`config.mk`:
```
export PLATFORM = sky130hd
export DESIGN_NAME = stfifo_pair
export DESIGN_NICKNAME = d
export VERILOG_FILES = /design/src/rtl/stfifo_pkg.sv /design/src/rtl/stfifo_chan.sv /design/src/rtl/stfifo_seq.sv /design/src/rtl/stfifo_flags.sv /design/src/rtl/stfifo_pair.sv
export SDC_FILE = /design/constraint.sdc
export NUM_CORES = 1
export LEC_CHECK = 0
export BUFFER_PORTS_ARGS = -buffer_cell sky130_fd_sc_hd__buf_4
export CAP_MARGIN = 20
export CORE_MARGIN = 4
export CORE_UTILIZATION = 64
export DETAILED_ROUTE_END_ITERATION = 6
export HOLD_SLACK_MARGIN = 0.03
export PLACE_DENSITY = 0.84
export SYNTH_ARGS = -nofsm -noshare
export SYNTH_HDL_FRONTEND = slang
export SYNTH_SLANG_ARGS = --single-unit
```
`constraint.sdc`:
```
create_clock -name clk -period 7.64 [get_ports clk]
set_clock_uncertainty 0.05 [all_clocks]
set_input_delay 2.292 -clock clk [delete_from_list [all_inputs] [get_ports clk]]
set_output_delay 2.292 -clock clk [all_outputs]
set_load 0.02 [all_outputs]
```
`src/rtl/stfifo_pkg.sv`:
```
package stfifo_pkg;
  localparam int unsigned DEF_WIDTH = 24;
  localparam int unsigned DEF_DEPTH = 6;

  typedef enum logic {
    SIDE_L = 1'b0,
    SIDE_R = 1'b1
  } side_e;
endpackage

```
`src/rtl/stfifo_chan.sv`:
```
module stfifo_chan #(
  parameter int unsigned WIDTH = 24,
  parameter int unsigned DEPTH = 6
) (
  input  logic             clk,
  input  logic             srst,
  input  logic             push,
  input  logic [WIDTH-1:0] push_data,
  input  logic             pop,
  output logic [WIDTH-1:0] head,
  output logic             full,
  output logic             empty,
  output logic             ovf
);
  localparam int unsigned PW = (DEPTH > 1) ? $clog2(DEPTH) : 1;
  localparam int unsigned CW = $clog2(DEPTH + 1);

  logic [WIDTH-1:0] mem [DEPTH];
  logic [PW-1:0]    wptr, rptr;
  logic [CW-1:0]    count;
  logic             do_push, do_pop;

  assign full    = (count == CW'(DEPTH));
  assign empty   = (count == '0);
  assign do_push = push && !full;
  assign do_pop  = pop && !empty;
  assign ovf     = push && full;
  assign head    = mem[rptr];

  function automatic logic [PW-1:0] bump(input logic [PW-1:0] p);
    return (p == PW'(DEPTH - 1)) ? '0 : p + 1'b1;
  endfunction

  always_ff @(posedge clk) begin
    if (do_push) mem[wptr] <= push_data;
  end

  always_ff @(posedge clk) begin
    if (srst) begin
      wptr  <= '0;
      rptr  <= '0;
      count <= '0;
    end else begin
      if (do_push) wptr <= bump(wptr);
      if (do_pop)  rptr <= bump(rptr);
      case ({do_push, do_pop})
        2'b10:   count <= count + 1'b1;
        2'b01:   count <= count - 1'b1;
        default: count <= count;
      endcase
    end
  end

  assert_count_bound_R1: assert property (@(posedge clk) disable iff (srst)
    count <= CW'(DEPTH));

  assert_full_drop_R1: assert property (@(posedge clk) disable iff (srst)
    (push && full && !pop) |=> (count == CW'(DEPTH)));

  assert_pop_order_R2: assert property (@(posedge clk) disable iff (srst)
    (pop && !empty && !push) |=> (count == $past(count) - 1'b1));
endmodule

```
`src/rtl/stfifo_seq.sv`:
```
module stfifo_seq #(
  parameter int unsigned WIDTH = 24
) (
  input  logic             clk,
  input  logic             srst,
  input  logic             req,
  input  logic             l_empty,
  input  logic             r_empty,
  input  logic [WIDTH-1:0] l_head,
  input  logic [WIDTH-1:0] r_head,
  output logic             l_pop,
  output logic             r_pop,
  output logic             under,
  output logic             resync,
  output logic             smp_valid,
  output logic [WIDTH-1:0] smp_data,
  output logic             smp_right,
  output logic             smp_fill
);
  import stfifo_pkg::*;

  side_e side;
  logic  blk_l, blk_r;
  logic  blk_cur, emp_cur, take;
  logic  set_blk_l, set_blk_r, clr_blk_l, clr_blk_r;

  always_comb begin
    blk_cur   = (side == SIDE_L) ? blk_l : blk_r;
    emp_cur   = (side == SIDE_L) ? l_empty : r_empty;
    take      = 1'b0;
    under     = 1'b0;
    resync    = 1'b0;
    set_blk_l = 1'b0;
    set_blk_r = 1'b0;
    clr_blk_l = 1'b0;
    clr_blk_r = 1'b0;
    if (req) begin
      if (blk_cur) begin
        resync = 1'b1;
        if (side == SIDE_L) clr_blk_l = 1'b1;
        else                clr_blk_r = 1'b1;
      end else if (emp_cur) begin
        under = 1'b1;
        if (side == SIDE_L) set_blk_r = 1'b1;
        else                set_blk_l = 1'b1;
      end else begin
        take = 1'b1;
      end
    end
    l_pop = take && (side == SIDE_L);
    r_pop = take && (side == SIDE_R);
  end

  always_ff @(posedge clk) begin
    if (srst) begin
      side      <= SIDE_L;
      blk_l     <= 1'b0;
      blk_r     <= 1'b0;
      smp_valid <= 1'b0;
      smp_data  <= '0;
      smp_right <= 1'b0;
      smp_fill  <= 1'b0;
    end else begin
      if (req) side <= (side == SIDE_L) ? SIDE_R : SIDE_L;
      if (set_blk_l)      blk_l <= 1'b1;
      else if (clr_blk_l) blk_l <= 1'b0;
      if (set_blk_r)      blk_r <= 1'b1;
      else if (clr_blk_r) blk_r <= 1'b0;
      smp_valid <= req;
      smp_right <= (side == SIDE_R);
      smp_fill  <= req && !take;
      smp_data  <= l_pop ? l_head : (r_pop ? r_head : '0);
    end
  end

  assert_pop_nonempty_R3: assert property (@(posedge clk) disable iff (srst)
    (l_pop |-> !l_empty) and (r_pop |-> !r_empty));

  assert_valid_follows_req_R3: assert property (@(posedge clk) disable iff (srst)
    req |=> smp_valid);

  assert_block_single_R4: assert property (@(posedge clk) disable iff (srst)
    $onehot0({blk_l, blk_r}));

  assert_fill_zero_R5: assert property (@(posedge clk) disable iff (srst)
    (smp_valid && smp_fill) |-> (smp_data == '0));
endmodule

```
`src/rtl/stfifo_flags.sv`:
```
module stfifo_flags (
  input  logic clk,
  input  logic srst,
  input  logic ovf_l,
  input  logic ovf_r,
  input  logic under,
  input  logic resync,
  input  logic clr_xrun,
  input  logic clr_resync,
  output logic flag_xrun,
  output logic flag_resync
);
  logic xrun_ev;
  assign xrun_ev = ovf_l || ovf_r || under;

  always_ff @(posedge clk) begin
    if (srst) begin
      flag_xrun   <= 1'b0;
      flag_resync <= 1'b0;
    end else begin
      if (xrun_ev)       flag_xrun <= 1'b1;
      else if (clr_xrun) flag_xrun <= 1'b0;
      if (resync)          flag_resync <= 1'b1;
      else if (clr_resync) flag_resync <= 1'b0;
    end
  end

  assert_xrun_sticky_R8: assert property (@(posedge clk) disable iff (srst)
    (flag_xrun && !clr_xrun) |=> flag_xrun);

  assert_resync_sticky_R8: assert property (@(posedge clk) disable iff (srst)
    (flag_resync && !clr_resync) |=> flag_resync);

  assert_resync_sets_R6: assert property (@(posedge clk) disable iff (srst)
    resync |=> flag_resync);

  assert_reset_clear_R9: assert property (@(posedge clk)
    srst |=> (!flag_xrun && !flag_resync));
endmodule

```
`src/rtl/stfifo_pair.sv`:
```
module stfifo_pair #(
  parameter int unsigned WIDTH = stfifo_pkg::DEF_WIDTH,
  parameter int unsigned DEPTH = stfifo_pkg::DEF_DEPTH
) (
  input  logic             clk,
  input  logic             srst,
  input  logic             lt_valid,
  input  logic [WIDTH-1:0] lt_data,
  output logic             lt_ready,
  input  logic             rt_valid,
  input  logic [WIDTH-1:0] rt_data,
  output logic             rt_ready,
  input  logic             smp_req,
  output logic             smp_valid,
  output logic [WIDTH-1:0] smp_data,
  output logic             smp_right,
  output logic             smp_fill,
  output logic             buf_empty,
  output logic             flag_xrun,
  output logic             flag_resync,
  input  logic             clr_xrun,
  input  logic             clr_resync
);
  logic [WIDTH-1:0] l_head, r_head;
  logic l_full, r_full, l_empty, r_empty;
  logic l_pop, r_pop, ovf_l, ovf_r, under, resync;

  stfifo_chan #(.WIDTH(WIDTH), .DEPTH(DEPTH)) u_left (
    .clk(clk), .srst(srst), .push(lt_valid), .push_data(lt_data),
    .pop(l_pop), .head(l_head), .full(l_full), .empty(l_empty), .ovf(ovf_l)
  );

  stfifo_chan #(.WIDTH(WIDTH), .DEPTH(DEPTH)) u_right (
    .clk(clk), .srst(srst), .push(rt_valid), .push_data(rt_data),
    .pop(r_pop), .head(r_head), .full(r_full), .empty(r_empty), .ovf(ovf_r)
  );

  stfifo_seq #(.WIDTH(WIDTH)) u_seq (
    .clk(clk), .srst(srst), .req(smp_req),
    .l_empty(l_empty), .r_empty(r_empty), .l_head(l_head), .r_head(r_head),
    .l_pop(l_pop), .r_pop(r_pop), .under(under), .resync(resync),
    .smp_valid(smp_valid), .smp_data(smp_data), .smp_right(smp_right),
    .smp_fill(smp_fill)
  );

  stfifo_flags u_flags (
    .clk(clk), .srst(srst), .ovf_l(ovf_l), .ovf_r(ovf_r), .under(under),
    .resync(resync), .clr_xrun(clr_xrun), .clr_resync(clr_resync),
    .flag_xrun(flag_xrun), .flag_resync(flag_resync)
  );

  assign lt_ready  = !l_full;
  assign rt_ready  = !r_full;
  assign buf_empty = l_empty && r_empty;

  assert_empty_both_R7: assert property (@(posedge clk) disable iff (srst)
    buf_empty |-> (lt_ready && rt_ready));

  assert_drop_flags_R1: assert property (@(posedge clk) disable iff (srst)
    ((lt_valid && !lt_ready) || (rt_valid && !rt_ready)) |=> flag_xrun);
endmodule

```
-- After elaboration in Yosys (flattened, before gate mapping)
Memory sizes are Yosys's and may differ from the RTL's. A register that Yosys moved wholly into a read port is not among the register bits.
Cells that the tools add are included.
- equal/unequal tests: 10
- add/sub/neg operators: 8
- reductions and logical operators: 25
- bitwise gates (word level): 1
- multiplexer cells: 46
- operator list (operator ; count):
    $mux 24 ; 2
    $mux 1 ; 34
    $mux 3 ; 8
    $add 3x1->3 const B ; 6
    $eq 3x3->1 const B ; 6
    $pmux 3 s2 ; 2
    $reduce_bool 2->1 ; 6
    $logic_and 1x1->1 ; 10
    $logic_not 3->1 ; 2
    $sub 3x1->3 const B ; 2
    $logic_not 1->1 ; 5
    $eq 2x1->1 const B ; 2
    $eq 2x2->1 const B ; 2
    $logic_or 1x1->1 ; 2
    $not 1->1 ; 1
- input bits: 55
- flip-flop bits (word level): 50
- memories kept: 2
- output and inout bits: 32
- bits in writable memories: 288
- logic and storage cells: 107
- memory list (memory ; words ; width ; rd ports ; clocked after Yosys merged registers in ; write ports ; RTL line ; text):
    u_left.mem ; 6 ; 24 ; 1 ; 1 ; 1 ; stfifo_chan.sv:18 ; logic [WIDTH-1:0] mem [DEPTH];
    u_right.mem ; 6 ; 24 ; 1 ; 1 ; 1 ; stfifo_chan.sv:18 ;

-- Depth between registers and ports, before layout
Gate-level depths: netlist (run 1).
- word-level depth: 9
- gate-level depth with buffers: 9
- gate-level depth less buffers: 9

-- By module
A second synthesis (run 1) with hierarchy kept.
- cell total of the unflattened synthesis: 731
- area total of the unflattened synthesis: 13810.7 um2
- by module, submodules not included (module ; sequential area each (um2) ; area an instance (um2) ; cells each ; instances):
    stfifo_chan ; 4564.4 ; 6110.9 ; 289 ; 2
    stfifo_seq ; 600.6 ; 1500.2 ; 142 ; 1
    stfifo_flags ; 40.0 ; 75.1 ; 8 ; 1
    stfifo_pair ; 0.0 ; 13.8 ; 3 ; 1

-- Least setup slack after synthesis (run 1)
OpenSTA, ideal clock, no wires.
- path kind: in2reg
- from: in lt_valid
- to: mem u_left.mem[0][0] (enable)
- arrival: 4095 ps
- required time: 7155 ps
- stages on the path: 2
- library setup time: 435 ps
- path buffers: 0
- slack: 3060 ps
- cells stage by stage: nand3_1 nor3_1
- longest elaborated chain between the ends: 3
- ends and longest elaborated chain (item ; RTL line ; text):
    start: declaration ; stfifo_pair.sv:7 ; input logic lt_valid,
    $logic_and 1x1->1 ; stfifo_chan.sv:25 ; assign do_push = push && !full;
    $mux 1 ; stfifo_chan.sv:35 ; if (do_push) mem[wptr] <= push_data;
    $mux 1 (implied by the code) ; stfifo_chan.sv:35 ;
    end: declaration ; stfifo_chan.sv:18 ;
No other way between the ends.

-- Worst setup path after layout (run 1)
- from: reg u_right.count[0]
- to: out buf_empty
- longest elaborated chain between the ends: 2
- ends and longest elaborated chain (item ; RTL line ; text):
    start: declaration ; stfifo_chan.sv:20 ; logic [CW-1:0] count;
    start signal: assignment ; stfifo_chan.sv:47 ; 2'b10: count <= count + 1'b1;
    start signal: assignment ; stfifo_chan.sv:48 ; 2'b01: count <= count - 1'b1;
    start signal: assignment ; stfifo_chan.sv:49 ; default: count <= count;
    $logic_not 3->1 ; stfifo_chan.sv:24 ; assign empty = (count == '0);
    $logic_and 1x1->1 ; stfifo_pair.sv:54 ; assign buf_empty = l_empty && r_empty;
    end: declaration ; stfifo_pair.sv:18 ; output logic buf_empty,
No other way between the ends.

==> results.py, run 1 <==
metrics = {
    "floorplan": {
        "start_util_pct": 64.9,
        "dieArea_mm2": 0.0229,
        "die_h_um": 151,
        "ioPinCount": 87,
        "fp-row-count": 52,
        "core-area_mm2": 0.0202,
        "die_w_um": 151,
    },
    "power_and_ir_drop": {
        "p_int_mw": 3.18,
        "ir_drop_mv": 0.215,
        "p_comb_share_pct": 10.5,
        "switching_share_pct": 23.0,
        "pwr-share-seq_pct": 52.1,
        "leakagePower_nw": 5.03,
        "power_density_mw_per_mm2": 272,
        "p_total_mw": 4.13,
        "p_switching_mw": 0.949,
        "p_clk_share_pct": 37.4,
    },
    "synth": {
        "mappedNetlistArea_mm2": 0.0131,
        "synth.yosys.seq_area_share_pct": 74.4,
        "synthFlopType": "edfxtp_1",
        "synth_nets": 731,
        "synthCells": 672,
        "ys.warnings.count": 0,
        "async_flop_share_pct": 0,
        "ys_types": 46,
        "synth.avg_cell_area_um2": 19.5,
        "ys_ff_latch": 344,
        "synth_edf_count": 288,
    },
    "flow_run": {
        "max_cap_viol_count": 0,
    },
    "timing": {
        "hold_viol": 0,
        "relSlewSlack_pct": 30.2,
        "setup_viol": 0,
        "clock.fmax_ghz": 0.243,
        "fin_crit_sh_pct": 53.8,
        "worstMarginPinSlew_ns": 1.04,
        "slew_viol_final": 0,
        "setup-tns-final_ns": 0,
        "finalCriticalPeriod_ns": 4.11,
        "rsz0062_at_grt": "false",
    },
    "routing": {
        "finalWirelength_mm": 26.8,
        "drt-pass1-iter-count": 6,
        "antenna_left": 0,
        "wire_per_inst_um": 24.9,
        "vias": 6615,
        "drc": 0,
        "via_per_inst": 6.15,
        "drtIter0Drc": 602,
    },
    "placed_design": {
        "placed_cell_area_mm2": 0.0141,
        "dp.cells": 1014,
        "dp_hpwl_mm": 16.4,
        "place_congestion": 0.797,
        "port_buffers": 86,
    },
    "setup_path": {
        "cp-start-kind": "flop",
        "path_buf_inv": 1,
        "slowest_delay_ns": 0.50,
        "crit_chain": "or3_1 > nor2_1 > buf_4",
        "critical_path.top_delay_family": "simple AND/OR/NAND/NOR gates",
        "worstSetupPathType": "flop to output pin",
        "crit_arrival_ns": 1.77,
        "path_max_fanout": 6,
        "critPathSlowestCell": "or3_1",
        "worst_setup_path_end_kind": "output pin",
        "required_ns": 5.30,
    },
    "worst_hold_path": {
        "hold_path.class": "flop to flop",
    },
    "global_routing": {
        "groute.usage.overall_pct": 24.1,
        "antenna_found_initial": 0,
        "grt_max_degree": 49,
        "grt_pass1_wl_mm": 40.3,
        "grt-ovfl-total": 0,
        "grt_pass1_vias": 6849,
    },
    "final_layout": {
        "ff_latch_area_mm2": 0.00977,
        "nets": 839,
        "postLayoutCellArea_mm2": 0.0152,
        "multi_input_area_mm2": 0.00317,
        "antenna_cells": 0,
        "drive_above_1_share_pct": 35.3,
        "fillers": 1117,
        "stdcell_count": 1075,
        "syn2layout_area_growth_pct": 15.5,
    },
    "cts": {
        "hold_buffers": 0,
        "cts_root_buf": "clkbuf_16",
        "cts_buffers": 34,
        "cts_resized": 0,
        "cts_tree": "yes",
        "ctsHtreeMaxLevel": 2,
        "cts_buffer_depth": 3,
        "clk_pin_slew_ns": 0.06,
        "clock-sinks": 344,
        "worst_skew_pair.late_latency_ns": 0.51,
        "post_cts_buffers": 0,
    },
    "run_status": {
        "status": "finished clean",
    },
}
## metrics by stage
stage / setup WS [ns] / utilization, % / hold slack (ns)
after floorplan: 3.06 / - / 0.404
after global placement: 3.36 / 69.8 / 0.410
after detailed placement: 3.29 / 69.8 / 0.418
after CTS: 3.50 / 74.9 / 0.428
after global routing: 3.46 / 74.9 / 0.473
final: 3.53 / 74.9 / 0.428
## path summary, 6_finish.rpt
kind	endpoint	slack, ns	startpoint	depth (start not counted)
setup reg to reg	u_right.count[2]	5.17	u_right.count[0]	8
hold / removal	u_flags.flag_resync	0.43	u_flags.flag_resync	2
setup / recovery	buf_empty	3.53	u_right.count[0]	3
hold reg to reg	u_flags.flag_resync	0.43	u_flags.flag_resync	2
## registers in the layout, summed over array words and instances (netlist names), 3 cells and up, named ones only
name            cells
u_left.mem        144
u_right.mem       144
u_seq.smp_data     24
u_left.count        3
u_left.rptr         3
u_left.wptr         3
u_right.count       3
u_right.rptr        3
u_right.wptr        3
## Yosys cell counts, types with 2 or more instances
cell type	count	area share, %
a21oi_1	13	0.50
a221oi_1	2	0.13
and3b_1	3	0.20
buf_1	3	0.086
buf_2	13	0.50
buf_8	2	0.23
clkbuf_1	11	0.31
dfxtp_1	56	8.5
edfxtp_1	288	66
fa_1	2	0.30
ha_1	2	0.19
inv_1	17	0.49
mux2_1	4	0.34
mux2_2	48	4.1
mux2_4	20	2.3
mux2i_1	26	2.0
mux4_2	48	8.2
nand2_1	4	0.11
nand2b_1	4	0.19
nand3_1	4	0.15
nand4_1	4	0.19
nor2_1	19	0.54
nor2b_1	3	0.14
nor3_1	9	0.34
o21ai_0	6	0.23
o22ai_1	4	0.19
o2bb2ai_1	24	1.6
o31ai_1	6	0.34
or2_2	2	0.095
or3_1	5	0.24
or4_1	2	0.11
xnor2_1	2	0.13
xor2_1	3	0.20
## placed cells by master (no fill, tap or decap), types with 7 or more instances in the layout
cell type and count:
edfxtp_1 288, nor2_1 13, mux2_4 20, nor3_2 7
inv_1 17, mux2_2 48, clkbuf_16 35, dfxtp_1 54
mux2i_1 26, buf_4 103, o2bb2ai_1 24, clkbuf_1 11
mux4_2 48, a21oi_1 13
## area by class of cell
type | instances | area share [%]
clock buffer | 48 | 6.23
clock inverter | 13 | 0.569
inverter | 17 | 0.421
multi-input combinational | 279 | 20.9
sequential | 344 | 64.4
tap | 270 | 2.23
timing repair buffer | 104 | 5.20
## per-layer routing
layer	vias to the layer above	global-route usage, %	share of wire [%]
met1	3400	32.5	40
met5	-	0	0
li1	2909	-	-
met2	258	40.7	52
met3	48	4.22	6.1
met4	0	7.84	2.5
## cells by family after synthesis
| family | after synthesis | synth area share (%) |
|---|---|---|
| xor+xnor | 5 | 0.334 |
| buf+inv | 49 | 1.79 |
| flops | 344 | 74.4 |
| mux | 146 | 17.0 |
| compound gates | 58 | 3.18 |
| simple gates | 66 | 2.84 |
| fa+ha+maj | 4 | 0.495 |
## power by group through the flow
| stage | clock network, mW | logic (mW) | registers (mW) |
|---|---|---|---|
| after floorplan | 0 | 0.263 | 2.20 |
| after global placement | 0 | 0.412 | 2.18 |
| after detailed placement | 0 | 0.432 | 2.19 |
| after CTS | 1.56 | 0.436 | 2.15 |
| after global routing | 1.65 | 0.467 | 2.16 |
| final | 1.54 | 0.432 | 2.15 |
## tightest hold or removal path, delay by kind of cell, from the launching register on
family	cells	cell delay, ns
DFF	1	0.31
and+or+nand+nor	1	0.06
AOI/OAI and AO/OA	1	0.06
Power figures use the tool's default switching activity.
==> run 2, diff against run 1 <==
CORE_UTILIZATION = 54   (was 64)
PLACE_DENSITY = 0.75   (was 0.84)
clock period = 3.69 ns   (was 7.64 ns; I/O delays follow)
==> run 2 against run 1 <==
Compared with the run above: critical path depth is the same; first-iteration DRC count shrank 43%; cell area grew 0.89%; non-clock buffer count grew 1; critical endpoint unchanged; die area grew 17%; register-to-register slack lost 3.9 ns; flip-flop and latch count is the same; clock power grew 120%; sequential share of layout area shrank 0.57 points; highest routed layer unchanged; global-route usage shrank 5.0 points; via count shrank 3.1%; hold slack gained 0.015 ns; largest cell class unchanged.
==> results.py, run 2 (same netlist as run 1, synthesis figures left out) <==
metrics = {
    "global_routing": {
        "grt-ovfl-total": 0,
        "grt_pass1_wl_mm": 38.9,
        "groute.usage.overall_pct": 19.2,
        "grt_max_degree": 49,
        "antenna_found_initial": 0,
        "grt_pass1_vias": 6835,
    },
    "run_status": {
        "status": "finished clean",
    },
    "timing": {
        "finalCriticalPeriod_ns": 2.80,
        "rsz0062_at_grt": "false",
        "hold_viol": 0,
        "slew_viol_final": 0,
        "worstMarginPinSlew_ns": 0.874,
        "hold_ws_ns": 0.443,
        "fin_crit_sh_pct": 76.0,
        "clock.fmax_ghz": 0.357,
        "relSlewSlack_pct": 41.5,
        "setup_viol": 0,
        "setup-tns-final_ns": 0,
    },
    "routing": {
        "vias": 6413,
        "drt-pass1-iter-count": 5,
        "wire_per_inst_um": 22.2,
        "antenna_left": 0,
        "via_per_inst": 5.71,
        "finalWirelength_mm": 25.0,
        "drc": 0,
        "drtIter0Drc": 343,
    },
    "final_layout": {
        "mostFrequentLayoutCells": "288 x edfxtp_1, 105 x buf_4, 54 x dfxtp_1",
        "top_regs": "u_left.mem x144, u_right.mem x144, u_seq.smp_data x24",
        "syn2layout_area_growth_pct": 16.5,
        "antenna_cells": 0,
        "mostFrequentLayoutCell": "edfxtp_1",
        "nets": 840,
        "final_util_pct": 64.6,
        "stdcell_count": 1124,
        "drive_above_1_share_pct": 35.8,
    },
    "worst_hold_path": {
        "whs_endpoint": "u_left.wptr[0]",
        "holdPathStages": 2,
        "worstHoldStart": "u_left.wptr[0]",
        "hold_path.class": "flop to flop",
    },
    "setup_path": {
        "r2r-end": "u_seq.smp_data[11]",
        "crit_chain": "or3_1 > nor2_1 > buf_4",
        "required_ns": 2.53,
        "worstRegToRegCells": 4,
        "regToRegSetupSlack_ns": 1.29,
        "path_max_fanout": 6,
        "critPathSlowestCell": "or3_1",
        "worst_setup_path_end_kind": "output pin",
        "crit_arrival_ns": 1.65,
        "cp-start-kind": "flop",
        "slowest_delay_ns": 0.47,
        "worstSetupPathType": "flop to output pin",
    },
    "cts": {
        "cts_buffers": 34,
        "cts_buffer_depth": 3,
        "ctsHtreeMaxLevel": 2,
        "worst_skew_pair.late_latency_ns": 0.50,
        "clk_pin_slew_ns": 0.06,
        "post_cts_buffers": 0,
        "hold_buffers": 0,
        "cts_resized": 0,
        "clock-sinks": 344,
        "cts_tree": "yes",
        "cts_root_buf": "clkbuf_16",
    },
    "power_and_ir_drop": {
        "ir_drop_mv": 0.372,
        "p_total_mw": 8.68,
        "power_density_mw_per_mm2": 568,
        "leakagePower_nw": 5.07,
    },
    "floorplan": {
        "fp-row-count": 56,
        "dieArea_mm2": 0.0269,
        "core-area_mm2": 0.0237,
        "die_h_um": 164,
        "ioPinCount": 87,
        "start_util_pct": 55.4,
        "die_w_um": 164,
    },
    "flow_run": {
        "max_cap_viol_count": 0,
    },
    "placed_design": {
        "dp_hpwl_mm": 15.4,
        "place_congestion": 0.921,
        "port_buffers": 86,
        "dp.cells": 1064,
    },
}
-- run 2: cell count changes in the layout (fill, tap and decap cells not counted), moves of 2 or more --
cell | previous run | this run
buf_4 | 103 | 105
bufinv_16 | 0 | 2
clkbuf_1 | 11 | 3
clkbuf_16 | 35 | 37
clkinv_1 | 5 | 9
clkinv_8 | 2 | 0
-- run 2: worst max-delay path: cells and delay by family, from the launching register on --
| kind | cells | cell delay, ns |
|---|---|---|
| and+or+nand+nor | 2 | 0.60 |
| buffers and inverters | 1 | 0.15 |
| DFF | 1 | 0.39 |
-- run 2: where the power goes --
part	switching [mW]	total (mW)	internal [mW]
logic	0.463	0.868	0.405
clock network	1.35	3.35	2.01
registers	0.0917	4.46	4.37
-- run 2: how the worst max path moves through the flow --
stage                                start          endpoint  slack [ns]
after global placement             smp_req   u_left.count[2]        0.60
after floorplan                   lt_valid  u_left.mem[0][0]        0.30
after global routing      u_right.count[0]         buf_empty        0.81
after detailed placement           smp_req   u_left.count[2]        0.54
final                     u_right.count[0]         buf_empty        0.89
after CTS                 u_right.count[0]         buf_empty        0.88
-- run 2: metrics by stage --
step                      instance area, um^2  setup WS (ns)
after CTS                               15300          0.880
after global placement                  14200          0.602
after detailed placement                14200          0.543
after global routing                    15300          0.806
after floorplan                         13100          0.295
final                                   15300          0.887
-- run 2: metal layers --
metal	track usage, %	vias to the layer above	wire length [um]
met3	4.04	49	1490
met2	32.2	168	12700
met4	5.99	0	612
met5	0	-	0
li1	-	2906	-
met1	25.4	3290	10200
-- run 2: final cells by class --
class | instances | area [um^2]
well taps | 319 | 399
inverters | 17 | 63.8
clock inverters | 17 | 126
multi-input cells | 279 | 3170
fillers | 1612 | 8380
clock buffers | 43 | 978
repair buffers | 105 | 788
flip-flops and latches | 344 | 9770
